<file path="config.mk">
export PLATFORM = sky130hd
export DESIGN_NAME = pmu_mmio_window
export DESIGN_NICKNAME = d
export VERILOG_FILES = /design/src/rtl/pmu_mmio_window.sv
export SDC_FILE = /design/constraint.sdc
export NUM_CORES = 1
export LEC_CHECK = 0
export BUFFER_PORTS_ARGS = -buffer_cell sky130_fd_sc_hd__buf_2
export CORE_AREA = 5 5 107 109
export DETAILED_ROUTE_END_ITERATION = 7
export DIE_AREA = 0 0 112 114
export MAX_ROUTING_LAYER = met4
export PLACE_DENSITY_LB_ADDON = 0.2
export SYNTH_ARGS = -nofsm -noshare
export SYNTH_HDL_FRONTEND = slang
export SYNTH_SLANG_ARGS = --single-unit
</file>
<file path="constraint.sdc">
create_clock -name clk -period 2.2 [get_ports clk]
set_input_delay 0.22 -clock clk [delete_from_list [all_inputs] [get_ports clk]]
set_output_delay 0.22 -clock clk [all_outputs]
set_load 0.05 [all_outputs]
</file>
<file path="src/rtl/pmu_mmio_window.sv">
module pmu_mmio_window #(
  parameter int          NUM_EVT   = 31,
  parameter logic [63:0] PERIPH_ID = 64'h0000_0014_008A_E5D7,
  parameter logic [31:0] LOCK_KEY  = 32'hC5AC_CE55,
  parameter bit          HAS_MPU   = 1'b0
) (
  input  logic        clk,
  input  logic        rst_n,
  input  logic        req_valid,
  input  logic        req_write,
  input  logic [11:0] req_addr,
  input  logic [31:0] req_wdata,
  output logic        rsp_valid,
  output logic [31:0] rsp_rdata,
  output logic        core_rd,
  output logic        core_wr,
  output logic [9:0]  core_addr,
  output logic [31:0] core_wdata,
  input  logic [31:0] core_rdata,
  input  logic [31:0] main_id,
  input  logic [31:0] tlb_type,
  input  logic [31:0] feat1_id,
  input  logic [31:0] mpu_type,
  output logic        lock_engaged
);

  localparam logic [9:0] W_CYC    = 10'h01F;
  localparam logic [9:0] W_TYPE0  = 10'h100;
  localparam logic [9:0] W_CNTEN  = 10'h300;
  localparam logic [9:0] W_SWINC  = 10'h328;
  localparam logic [9:0] W_CTRL   = 10'h381;
  localparam logic [9:0] W_MAIN   = 10'h340;
  localparam logic [9:0] W_TLB    = 10'h343;
  localparam logic [9:0] W_MPU    = 10'h344;
  localparam logic [9:0] W_FEAT1  = 10'h349;
  localparam logic [9:0] W_KEY    = 10'h3EC;
  localparam logic [9:0] W_STAT   = 10'h3ED;
  localparam logic [9:0] W_PIDHI  = 10'h3F4;
  localparam logic [9:0] W_PIDEND = 10'h3FB;
  localparam logic [9:0] N_EVT    = 10'(NUM_EVT);

  logic [9:0]  w;
  logic        rd_req, wr_req;
  logic        hit_core, hit_pid;
  logic        lock_q;
  logic [63:0] pid_eff;
  logic [7:0]  pid_byte;
  logic [31:0] mpu_val;
  logic [31:0] rd_mux;

  assign w      = req_addr[11:2];
  assign rd_req = req_valid & ~req_write;
  assign wr_req = req_valid &  req_write;

  assign hit_core = (w < N_EVT) || (w == W_CYC) ||
                    (w >= W_TYPE0 && w < W_TYPE0 + N_EVT) ||
                    (w == W_CNTEN) || (w == W_SWINC) || (w == W_CTRL);
  assign hit_pid  = (w >= W_PIDHI) && (w <= W_PIDEND);

  assign core_rd    = rd_req & hit_core;
  assign core_wr    = wr_req & hit_core & ~lock_q;
  assign core_addr  = w;
  assign core_wdata = req_wdata;

  assign pid_eff  = {PERIPH_ID[63:24], main_id[23:20], PERIPH_ID[19:0]};
  assign pid_byte = pid_eff[{w[2], w[1:0], 3'b000} +: 8];

  generate
    if (HAS_MPU) begin : g_mpu
      assign mpu_val = mpu_type;
    end else begin : g_nompu
      assign mpu_val = main_id;
    end
  endgenerate

  always_comb begin
    rd_mux = '0;
    if (hit_core)          rd_mux = core_rdata;
    else if (hit_pid)      rd_mux = {24'h0, pid_byte};
    else if (w == W_STAT)  rd_mux = {31'h0, lock_q};
    else if (w == W_MAIN)  rd_mux = main_id;
    else if (w == W_TLB)   rd_mux = tlb_type;
    else if (w == W_MPU)   rd_mux = mpu_val;
    else if (w == W_FEAT1) rd_mux = feat1_id;
  end

  always_ff @(posedge clk or negedge rst_n) begin
    if (!rst_n) begin
      lock_q    <= 1'b1;
      rsp_valid <= 1'b0;
      rsp_rdata <= '0;
    end else begin
      rsp_valid <= rd_req;
      rsp_rdata <= rd_req ? rd_mux : '0;
      if (wr_req && w == W_KEY)
        lock_q <= (req_wdata != LOCK_KEY);
    end
  end

  assign lock_engaged = lock_q;

  a_r1_read_response: assert property (@(posedge clk) disable iff (!rst_n)
    rd_req |=> rsp_valid);
  a_r1_no_write_response: assert property (@(posedge clk) disable iff (!rst_n)
    !rd_req |=> !rsp_valid);
  a_r2_locked_after_reset: assert property (@(posedge clk) disable iff (!rst_n)
    !$past(rst_n) |-> lock_engaged);
  a_r3_unlock_needs_key: assert property (@(posedge clk) disable iff (!rst_n)
    $fell(lock_engaged) |-> $past(wr_req && req_addr[11:2] == W_KEY && req_wdata == LOCK_KEY));
  a_r7_pid_zero_extended: assert property (@(posedge clk) disable iff (!rst_n)
    $past(rd_req && hit_pid) |-> rsp_rdata[31:8] == 24'h0);
  a_r5_write_only_unlocked: assert property (@(posedge clk) disable iff (!rst_n)
    core_wr |-> !lock_engaged && req_write);

endmodule

</file>
==> summary.md, run 1 <==
| Metric | Value |
|---|---|
| Netlist Area Pre-Place | approximately 2600 sq um |
| Post-synthesis net count | approximately 520 |
| Max VDD drop | ~170 uV |
| # setup viols final | 0 |
| H-tree Lvls | 2 |
| Vias per inst | 4.75 |
| Area leader, netlist | dfrtp_1 |
| Num rows | 38 |
| Switching Share | about a third |
| Vert. Die Dim | 114 microns |
| Post-CTS Setup Bufs | 0 |
| Post-CTS Resized | 0 |
| Peak per-stage delay on the critical path | just over 0.4 ns |
| IO Pins | around 290 |
| Post-layout util | between 30% and 40% |
| Clock share of power | between 30% and 40% |
| Seq/Total Area, Yosys | between 30% and 40% |
| Avg Inst Size Synth | around 8.3 sq um |
| Drt drc | 0 |
| Internal power | between 1000 and 1500 uW |
| CTS sink count | 34 |
| Fin crit period | 2.01 ns |
| Initial antenna violation count | 1 |
| Hold Buf Count CTS | 0 |
| Routability cong. | approximately 0.92 |
| Top FF cell, synth | dfrtp_1 |
| TritonCTS buffer count | 5 |
| Clk_lat worst skew | 0.29 ns |
| Reg power frac | 38.7% |
| Final Cell Area | between 3000 and 4000 sq um |
| Drt first pass iters | 5 |
| IO Port Bufs | between 200 and 300 |
| Number of global-route vias before repair | around 3,200 |
| Initial cell density of the core | 24.9% |
| Routed wire length | about 11,000 microns |
| Flops & latches, synth | 34 |
| Post-route clock period utilization | around nine tenths |
| Clock transition at path regs | 0.07 ns |
| CP Capture Type | output pin |
| Slew @ Worst Pin | slightly above 0.8 ns |
| Final Hold Fails | 0 |
| Sw power | about 570 uW |
| F_max | roughly 500 MHz |
| Most frequent cells after synthesis | nand2_1, buf_4, dfrtp_1 |
| Top cells by area, synth | dfrtp_1, buf_4, a22o_1 |
| Asr flop ratio synth | 100% |
| Status | finished clean |
| Yosys cell types | 53 |
| Combinational share of power | ~30% |
| Slew Viols, Final | 0 |
| Routed Antenna Nets | 0 |
| Clock Tree Root | clkbuf_8 |
| RSZ-0062 raised after global routing | no |
| Pwr Density | between 400 and 500 nW/um^2 |
| Fin Clk Skew | 0.0000445 ns |
| Fillers | between 1,000 and 1,500 |
| GR Overflow Total | 0 |
| GRT Total Usage | 17.4% |
| Area of the multi-input gates | between 1000 and 1500 sq um |
| Core Region | roughly 11,000 sq um |
| Relative slew slack | roughly 45% |
| Leak | 0.00201 uW |
| Largest net degree at the start of global routing | 35 |
| P&R area growth vs syn | 48.8% |
| CP startpoint kind | input pin |
| Vias | roughly 3,200 |
| Initial drt markers | roughly 170 |
| Syn. warnings | 0 |
| Fin nets | between 700 and 800 |
| Most common cell in the netlist | nand2_1 |
| Die extent in x | 112 microns |
| Hold Slack | just over 0.02 ns |
| CP Max Fanout | 27 |
| Layout cells sized above 1 | about 55% |
| Most used cell, CP | buf_2 |
| CTS Buffer Depth | 2 |
| Register area | ~850 sq um |
| Post-detail-place hpwl | between 9000 and 10,000 microns |
| Simple logic cell fraction of the synthesized area | between 20 and 25% |
| Placement Cell Area | 3790 sq um |
| Post-synth top area share | a little under a third |
| Xor/xnor share of the synthesized area | less than 1% |
| CP arrival | around 1.8 ns |
| Main combinational cell family by area after synthesis | compound AO/OA/AOI/OAI gates |
| Slowest cell on the critical path | nor4bb_1 |
| CTS tree | done |
| Max-Cap Viols | 0 |
| First-pass GRT wire length | between 15,000 and 20,000 microns |
| Mux cell area share after synthesis | less than 1% |
| DR WL/cell | around 17 microns |
| Synth Area in Adders | 0% |
| Required @ worst endpoint | just under 2 ns |
| Number of synthesized flops with an enable pin | 0 |
| Die area | about 13,000 sq um |
| HP Class | in2async |
| CP Class | in2out |
| Total power | 1630 uW |
| Critical-path cell list | buf_2, nor4bb_1, nand4_1, a31oi_2, buf_12, buf_2 |
| Mapped Cells | 314 |
| Compound-Gate Fraction of Synth Area | 27.6% |
## layer usage
metal	global-route usage, %	part of all wire, %
met2	30.6	50
met1	20.3	41
met3	3.66	8.2
met4	4.65	1.7
met5	-	0
## worst paths after layout
check                              start  slack (ns)       endpoint  cells past startpoint
hold reg to reg             lock_engaged        0.57   lock_engaged                      2
setup reg to reg            lock_engaged        0.83   rsp_rdata[0]                      4
setup / recovery             req_addr[2]        0.19        core_rd                      6
min in group clk           core_rdata[8]        0.13   rsp_rdata[8]                      3
hold / removal                     rst_n        0.02  rsp_rdata[14]                      1
max in group asynchronous          rst_n        1.66  rsp_rdata[24]                      1
## cell usage in the layout (no fill, tap or decap), drive strengths merged, types with 2 or more instances in the layout
| cell type | synthesis | routed |
|---|---|---|
| inv | 4 | 4 |
| dfrtp | 33 | 33 |
| nand4 | 7 | 7 |
| a21oi | 30 | 30 |
| a31oi | 4 | 4 |
| o21ai | 31 | 31 |
| nor4bb | 4 | 4 |
| nand2 | 45 | 45 |
| clkbuf | 9 | 6 |
| a32oi | 2 | 2 |
| nand4b | 2 | 2 |
| xnor2 | 2 | 2 |
| nor2 | 6 | 6 |
| nor2b | 5 | 5 |
| buf | 56 | 272 |
| nor3 | 6 | 6 |
| a22o | 25 | 25 |
| nand2b | 5 | 5 |
| nor4 | 7 | 7 |
| a311o | 2 | 2 |
| a222oi | 3 | 3 |
| nand3 | 3 | 3 |
| o22ai | 2 | 2 |
## state kept, by name (all words and copies together), names as in the netlist
register      flops
rsp_rdata        32
rsp_valid         1
lock_engaged      1
## worst max-delay path: cells and delay by family
| kind | cells | cell delay, ns |
|---|---|---|
| buf+inv | 3 | 0.65 |
| simple gates | 2 | 0.64 |
| compound gates | 1 | 0.27 |
## layout make-up
type | instances | share of cell area, %
clock buffer | 6 | 2.12
antenna | 1 | 0.0643
multi-input combinational | 211 | 34.0
clock inverter | 2 | 0.322
timing repair buffer | 272 | 36.7
inverter | 4 | 0.386
sequential | 34 | 21.9
tap | 140 | 4.50
## through the flow
| step | setup slack [ns] | setup TNS [ns] | instances |
|---|---|---|---|
| global placement | 0.0304 | 0 | 661 |
| detailed placement | -0.0251 | -0.0480 | 661 |
| finish | 0.194 | 0 | 670 |
| floorplan | 0.0583 | 0 | 314 |
| global route | 0.0976 | 0 | 670 |
| CTS | 0.188 | 0 | 669 |
## cells by family after synthesis
logic type | after synthesis
AO/OA/AOI/OAI | 108
AND/OR/NAND/NOR | 100
buffers and inverters | 69
flip-flops | 34
XOR/XNOR | 2
multiplexers | 1
## power by group through the flow
stage          clock, uW  sequential, uW  combinational, uW
6_report             496             631                502
5_1_grt              547             631                539
4_1_cts              513             631                506
3_5_place_dp           0             643                504
3_3_place_gp           0             643                500
2_1_floorplan          0             662                283
No activity file was read; power rests on OpenSTA's default activity.
==> run 2: changes to the inputs <==
CELL_PAD_IN_SITES_DETAIL_PLACEMENT = 1   (was not set)
CELL_PAD_IN_SITES_GLOBAL_PLACEMENT = 2   (was not set)
CORE_AREA = not set   (was 5 5 107 109)
CORE_MARGIN = 5   (was not set)
CORE_UTILIZATION = 16   (was not set)
DIE_AREA = not set   (was 0 0 112 114)
GPL_ROUTABILITY_DRIVEN = 0   (was not set)
==> run 2 against run 1 <==
Via count is 2.7% higher. Clock-buffer cell count up 2. Die area up 49%. Total power increased by 17%. Global-route usage decreased by 3.6 points. First-iteration DRC count down 56%. Cell count up 13%. Sequential power hardly changed. Sequential cell count unchanged. Critical endpoint unchanged. Core utilization is 11 points lower. Setup slack worse by 0.032 ns.
==> summary.md, run 2 (synthesis results as in run 1) <==
| Metric | Value |
|---|---|
| Drt drc | 0 |
| Num rows | 46 |
| Commonest non-fill, non-tap cell in the layout | buf_2 |
| Most used cell, CP | buf_2 |
| Initial cell density of the core | between 15 and 20% |
| Post-detail-place hpwl | 11,300 microns |
| Initial antenna violation count | 3 |
| Number of global-route vias before repair | 3,531 |
| Fin worst setup slack | around 0.16 ns |
| GR peak layer | met2 |
| First-pass GRT wire length | about 19,000 microns |
| Fin crit period | 2.04 ns |
| Post-CTS Resized | 0 |
| CP Max Fanout | 19 |
| M3 GR Usage | approximately 3.2% |
| Hold Buf Count CTS | 0 |
| Slew Viols, Final | 0 |
| Post-CTS Setup Bufs | 0 |
| Clock Tree Root | clkbuf_16 |
| GR Util met1 | around 16% |
| Top delay family on crit path | simple AND/OR/NAND/NOR gates |
| Slew @ Worst Pin | roughly 0.86 ns |
| CP arrival | roughly 1.8 ns |
| IO Pins | around 290 |
| Buf+Inv Stages, Crit Path | 3 |
| M2 GR Usage | between 20% and 30% |
| Peak per-stage delay on the critical path | ~0.45 ns |
| DR WL/cell | around 18 microns |
| Routed wire length | roughly 13,000 microns |
| Critical-path cell list | buf_2, nor4bb_1, nand4_1, a31oi_2, buf_12, buf_2 |
| Reg2reg start | lock_engaged |
| Status | finished clean |
| Max VDD drop | around 200 uV |
| CTS tree | done |
| Post-layout util | approximately a quarter |
| RSZ-0062 raised after global routing | no |
| # setup viols final | 0 |
| Vias per inst | 4.33 |
| Clock transition at path regs | about 0.05 ns |
| Pwr Density | 465 nW/um^2 |
| CP Capture Type | output pin |
| Relative slew slack | roughly 43% |
| Vert. Die Dim | about 140 microns |
| Core Region | roughly 16,000 sq um |
| Fin Clk Skew | ~0.00055 ns |
| Drt first pass iters | 4 |
| GR Overflow Total | 0 |
| Fin nets | about 740 |
| Pre-CTS setup slack | -0.0389 ns |
| Register bank with the most flops | rsp_rdata |
| CTS sink count | 34 |
| H-tree Lvls | 2 |
| Max reg flops | 32 |
| P&R area growth vs syn | 57.3% |
| Vias | about 3,300 |
| Crit path from | req_addr[10] |
| F_max | 491 MHz |
| CP Class | in2out |
| Layout cells sized above 1 | ~55% |
| Max-Cap Viols | 0 |
| CP startpoint kind | input pin |
| Die extent in x | between 100 and 150 microns |
| Largest net degree at the start of global routing | 35 |
| Clk_lat worst skew | between 0.2 and 0.3 ns |
| Final Hold Fails | 0 |
| Required @ worst endpoint | just under 2 ns |
| IO Port Bufs | approximately 250 |
| CTS Buffer Depth | 2 |
| Post-route clock period utilization | a little over 90% |
| HP Class | in2async |
| TritonCTS buffer count | 5 |
| Most frequent cells in the layout | buf_2, nand2_1, dfrtp_1, a21oi_1, buf_4 |
| Die area | around 19,000 sq um |
| Slowest cell on the critical path | nor4bb_1 |
| Initial drt markers | 73 |
| Routed Antenna Nets | 0 |
| Leak | between 0.002 and 0.0025 uW |
| GRT Total Usage | 13.8% |
run 2: changes by cell type in the layout (fill, tap and decap cells not counted):
cell	change
buf_4	+7
diode_2	+2
clkinv_2	-1
clkbuf_8	-3
clkinvlp_4	-1
clkbuf_16	+5
run 2: path summary, 6_finish.rpt:
kind / end / slack (ns) / depth (start not counted)
max reg2reg: rsp_rdata[0] / 0.77 / 4
min in group clk: rsp_rdata[9] / 0.15 / 3
min reg2reg: lock_engaged / 0.57 / 2
max: core_rd / 0.16 / 6
min: rsp_rdata[13] / 0.05 / 1
max in group asynchronous: rsp_rdata[25] / 1.60 / 1
run 2: report_power, final:
group          switching [uW]  total, uW  internal (uW)
combinational             324        507            183
sequential               1.14        632            631
clock                     261        773            512
total                     586       1910           1330
run 2: metal layers:
layer / wire length, microns / part of all wire (%)
met5: 0 / 0
met4: 59 / 0.44
met3: 1180 / 8.8
met2: 6710 / 50
met1: 5510 / 41
run 2: stage by stage:
stage	power [uW]	TNS, ns	instances	hold WS (ns)	cell area, sq um
after floorplan	945	0	314	-0.0756	2620
after CTS	1960	0	752	0.0912	4110
after global routing	2010	0	755	0.131	4110
after global placement	1150	-0.00440	744	0.380	3940
final	1910	0	755	0.0529	4110
after detailed placement	1160	-0.160	744	0.394	3940
run 2: final cells by class:
type	instances	area, sq um
repair buffers	279	1480
fillers	1979	11800
multi-input cells	211	1320
flip-flops and latches	34	852
diodes	3	7.51
well taps	216	270
clock buffers	8	166
inverters	4	15.0
==> run 3: changes to the inputs <==
SETUP_SLACK_MARGIN = 0.5   (was not set)
==> run 3 against run 2 <==
Non-clock buffer count is 7 higher. Setup slack better by 0.33 ns. Combinational power rose by 6.1%. Clock-buffer cell count is 2 lower. Critical path depth increased by 2. Global-route usage increased by 0.49 points. Via count is 0.12% higher. Hold slack worse by 0.0072 ns. Sequential cell count did not move. Total power up 4.1%. Cell area increased by 9.4%. Critical path type is now in2reg. Largest power group unchanged.
==> summary.md, run 3 (synthesis results as in run 1) <==
| Metric | Value |
|---|---|
| Status | finished clean |
| Die extent in x | 138 microns |
| # setup viols final | 0 |
| Register bank with the most flops | rsp_rdata |
| Pwr Density | between 400 and 500 nW/um^2 |
| Fillers | 1,979 |
| Clock share of power | between 40% and 50% |
| Post-detail-place hpwl | 11,600 microns |
| Internal power | between 1000 and 1500 uW |
| Max-Cap Viols | 0 |
| CTS Buffer Depth | 2 |
| Num rows | 46 |
| H-tree Lvls | 2 |
| Placed cells | ~740 |
| DR WL/cell | 18.6 microns |
| Clk_lat worst skew | between 0.2 and 0.3 ns |
| Slew Viols, Final | 0 |
| Max reg flops | 32 |
| First-pass GRT wire length | roughly 20,000 microns |
| CP startpoint kind | input pin |
| Initial drt markers | roughly 120 |
| TritonCTS buffer count | 5 |
| IO Pins | between 200 and 300 |
| Routed Antenna Nets | 0 |
| Vias per inst | around 4.3 |
| Die area | about 19,000 sq um |
| Leak | between 0.002 and 0.0025 uW |
| Combinational share of power | a little over a quarter |
| Hold Buf Count CTS | 0 |
| GRT Total Usage | between 10% and 20% |
| Sw power | 603 uW |
| P&R area growth vs syn | 72.2% |
| Post-route clock period utilization | between 70% and 80% |
| Initial cell density of the core | between 10% and 20% |
| Max VDD drop | roughly 250 uV |
| Fin crit period | between 1.5 and 2 ns |
| F_max | a little under 600 MHz |
| Reg power frac | between 30% and 40% |
| Vias | ~3,300 |
| Hold Slack | roughly 0.046 ns |
| Initial antenna violation count | 3 |
| Clock transition at path regs | 0.05 ns |
| Final Hold Fails | 0 |
| Required @ worst endpoint | roughly 2.4 ns |
| Slew @ Worst Pin | 0.843 ns |
| Drt drc | 0 |
| Commonest non-fill, non-tap cell in the layout | buf_2 |
| Switching Share | a little under a third |
| Core Region | 15,900 sq um |
| Sum Neg Setup Slack | 0 ns |
| Layout cells sized above 1 | roughly three fifths |
| Clock Tree Root | clkbuf_16 |
| Drt first pass iters | 4 |
| Fin Clk Skew | about 0.00058 ns |
| HP Class | in2async |
| GR Overflow Total | 0 |
| Number of global-route vias before repair | between 3,000 and 4,000 |
| CTS sink count | 34 |
| Relative slew slack | 43.8% |
| CP Capture Type | flip-flop |
| Total power | just under 2000 uW |
| Most frequent cells in the layout | buf_2, nand2_1, dfrtp_1, o21ai_1, a22o_1 |
| Vert. Die Dim | roughly 140 microns |
| CP Max Fanout | 5 |
| Largest net degree at the start of global routing | 35 |
| CP Class | in2reg |
| Post-Layout Cell Count | approximately 760 |
| Fin nets | 750 |
| CP arrival | 1.90 ns |
| RSZ-0062 raised after global routing | yes |
| Routed wire length | 14,100 microns |
| CTS tree | done |
| IO Port Bufs | between 200 and 300 |
==> run 3: worst paths after layout <==
check | startpoint | to | slack, ns | depth (start not counted)
setup reg to reg | lock_engaged | rsp_rdata[0] | 0.88 | 4
hold / removal | rst_n | rsp_rdata[14] | 0.05 | 1
max in group asynchronous | rst_n | rsp_rdata[2] | 1.62 | 1
min in group clk | core_rdata[12] | rsp_rdata[12] | 0.14 | 3
setup / recovery | req_addr[6] | rsp_rdata[2] | 0.49 | 8
hold reg to reg | lock_engaged | lock_engaged | 0.55 | 2
==> run 3: repair_timing <==
action,in CTS,in global routing
pin swaps,15,27
setup buffers,6,2
gates cloned,0,1
endpoints found under the setup margin,34,34
resized for setup,31,31
==> run 3: critical path: stages <==
cell	delay, ns
buf_6	0.09
or4b_4	0.57
buf_6	0.15
nor4_4	0.13
buf_6	0.17
nand2_2	0.04
a2111o_1	0.40
a21oi_1	0.12
==> run 3: stage by stage <==
stage                     worst slack (ns)  util, %  instance area, sq um
final                                0.495     28.2                  4500
after global routing                 0.401     28.2                  4500
after CTS                            0.437     27.2                  4330
after detailed placement           -0.0281     24.9                  3980
after global placement              0.0629     24.9                  3980
after floorplan                      0.328        -                  2750
==> run 3: layout make-up <==
cell class	instances	area (sq um)	area share, %
multi-input cells	211	1480	33.0
clock buffers	6	139	3.09
clock inverters	1	30.0	0.667
well taps	216	270	6.00
inverters	4	15.0	0.334
flip-flops and latches	34	852	18.9
repair buffers	286	1700	37.9
diodes	3	7.51	0.167
==> run 3: routing by layer <==
layer  part of all wire [%]  track usage (%)  vias to the layer above  wire, microns
li1                       -                -                     1571              -
met1                     41             16.7                     1552           5850
met5                      0                -                        -              0
met4                    1.1             3.35                        0            155
met3                    7.0             2.59                        7            987
met2                     50             25.4                      144           7130
==> run 3: power by group through the flow <==
stage / Clock [uW] / Sequential, uW / Combinational, uW
3_3_place_gp: 0 / 643 / 512
3_5_place_dp: 0 / 643 / 520
6_report: 820 / 632 / 538
5_1_grt: 871 / 632 / 576
4_1_cts: 860 / 632 / 531
2_1_floorplan: 0 / 662 / 295
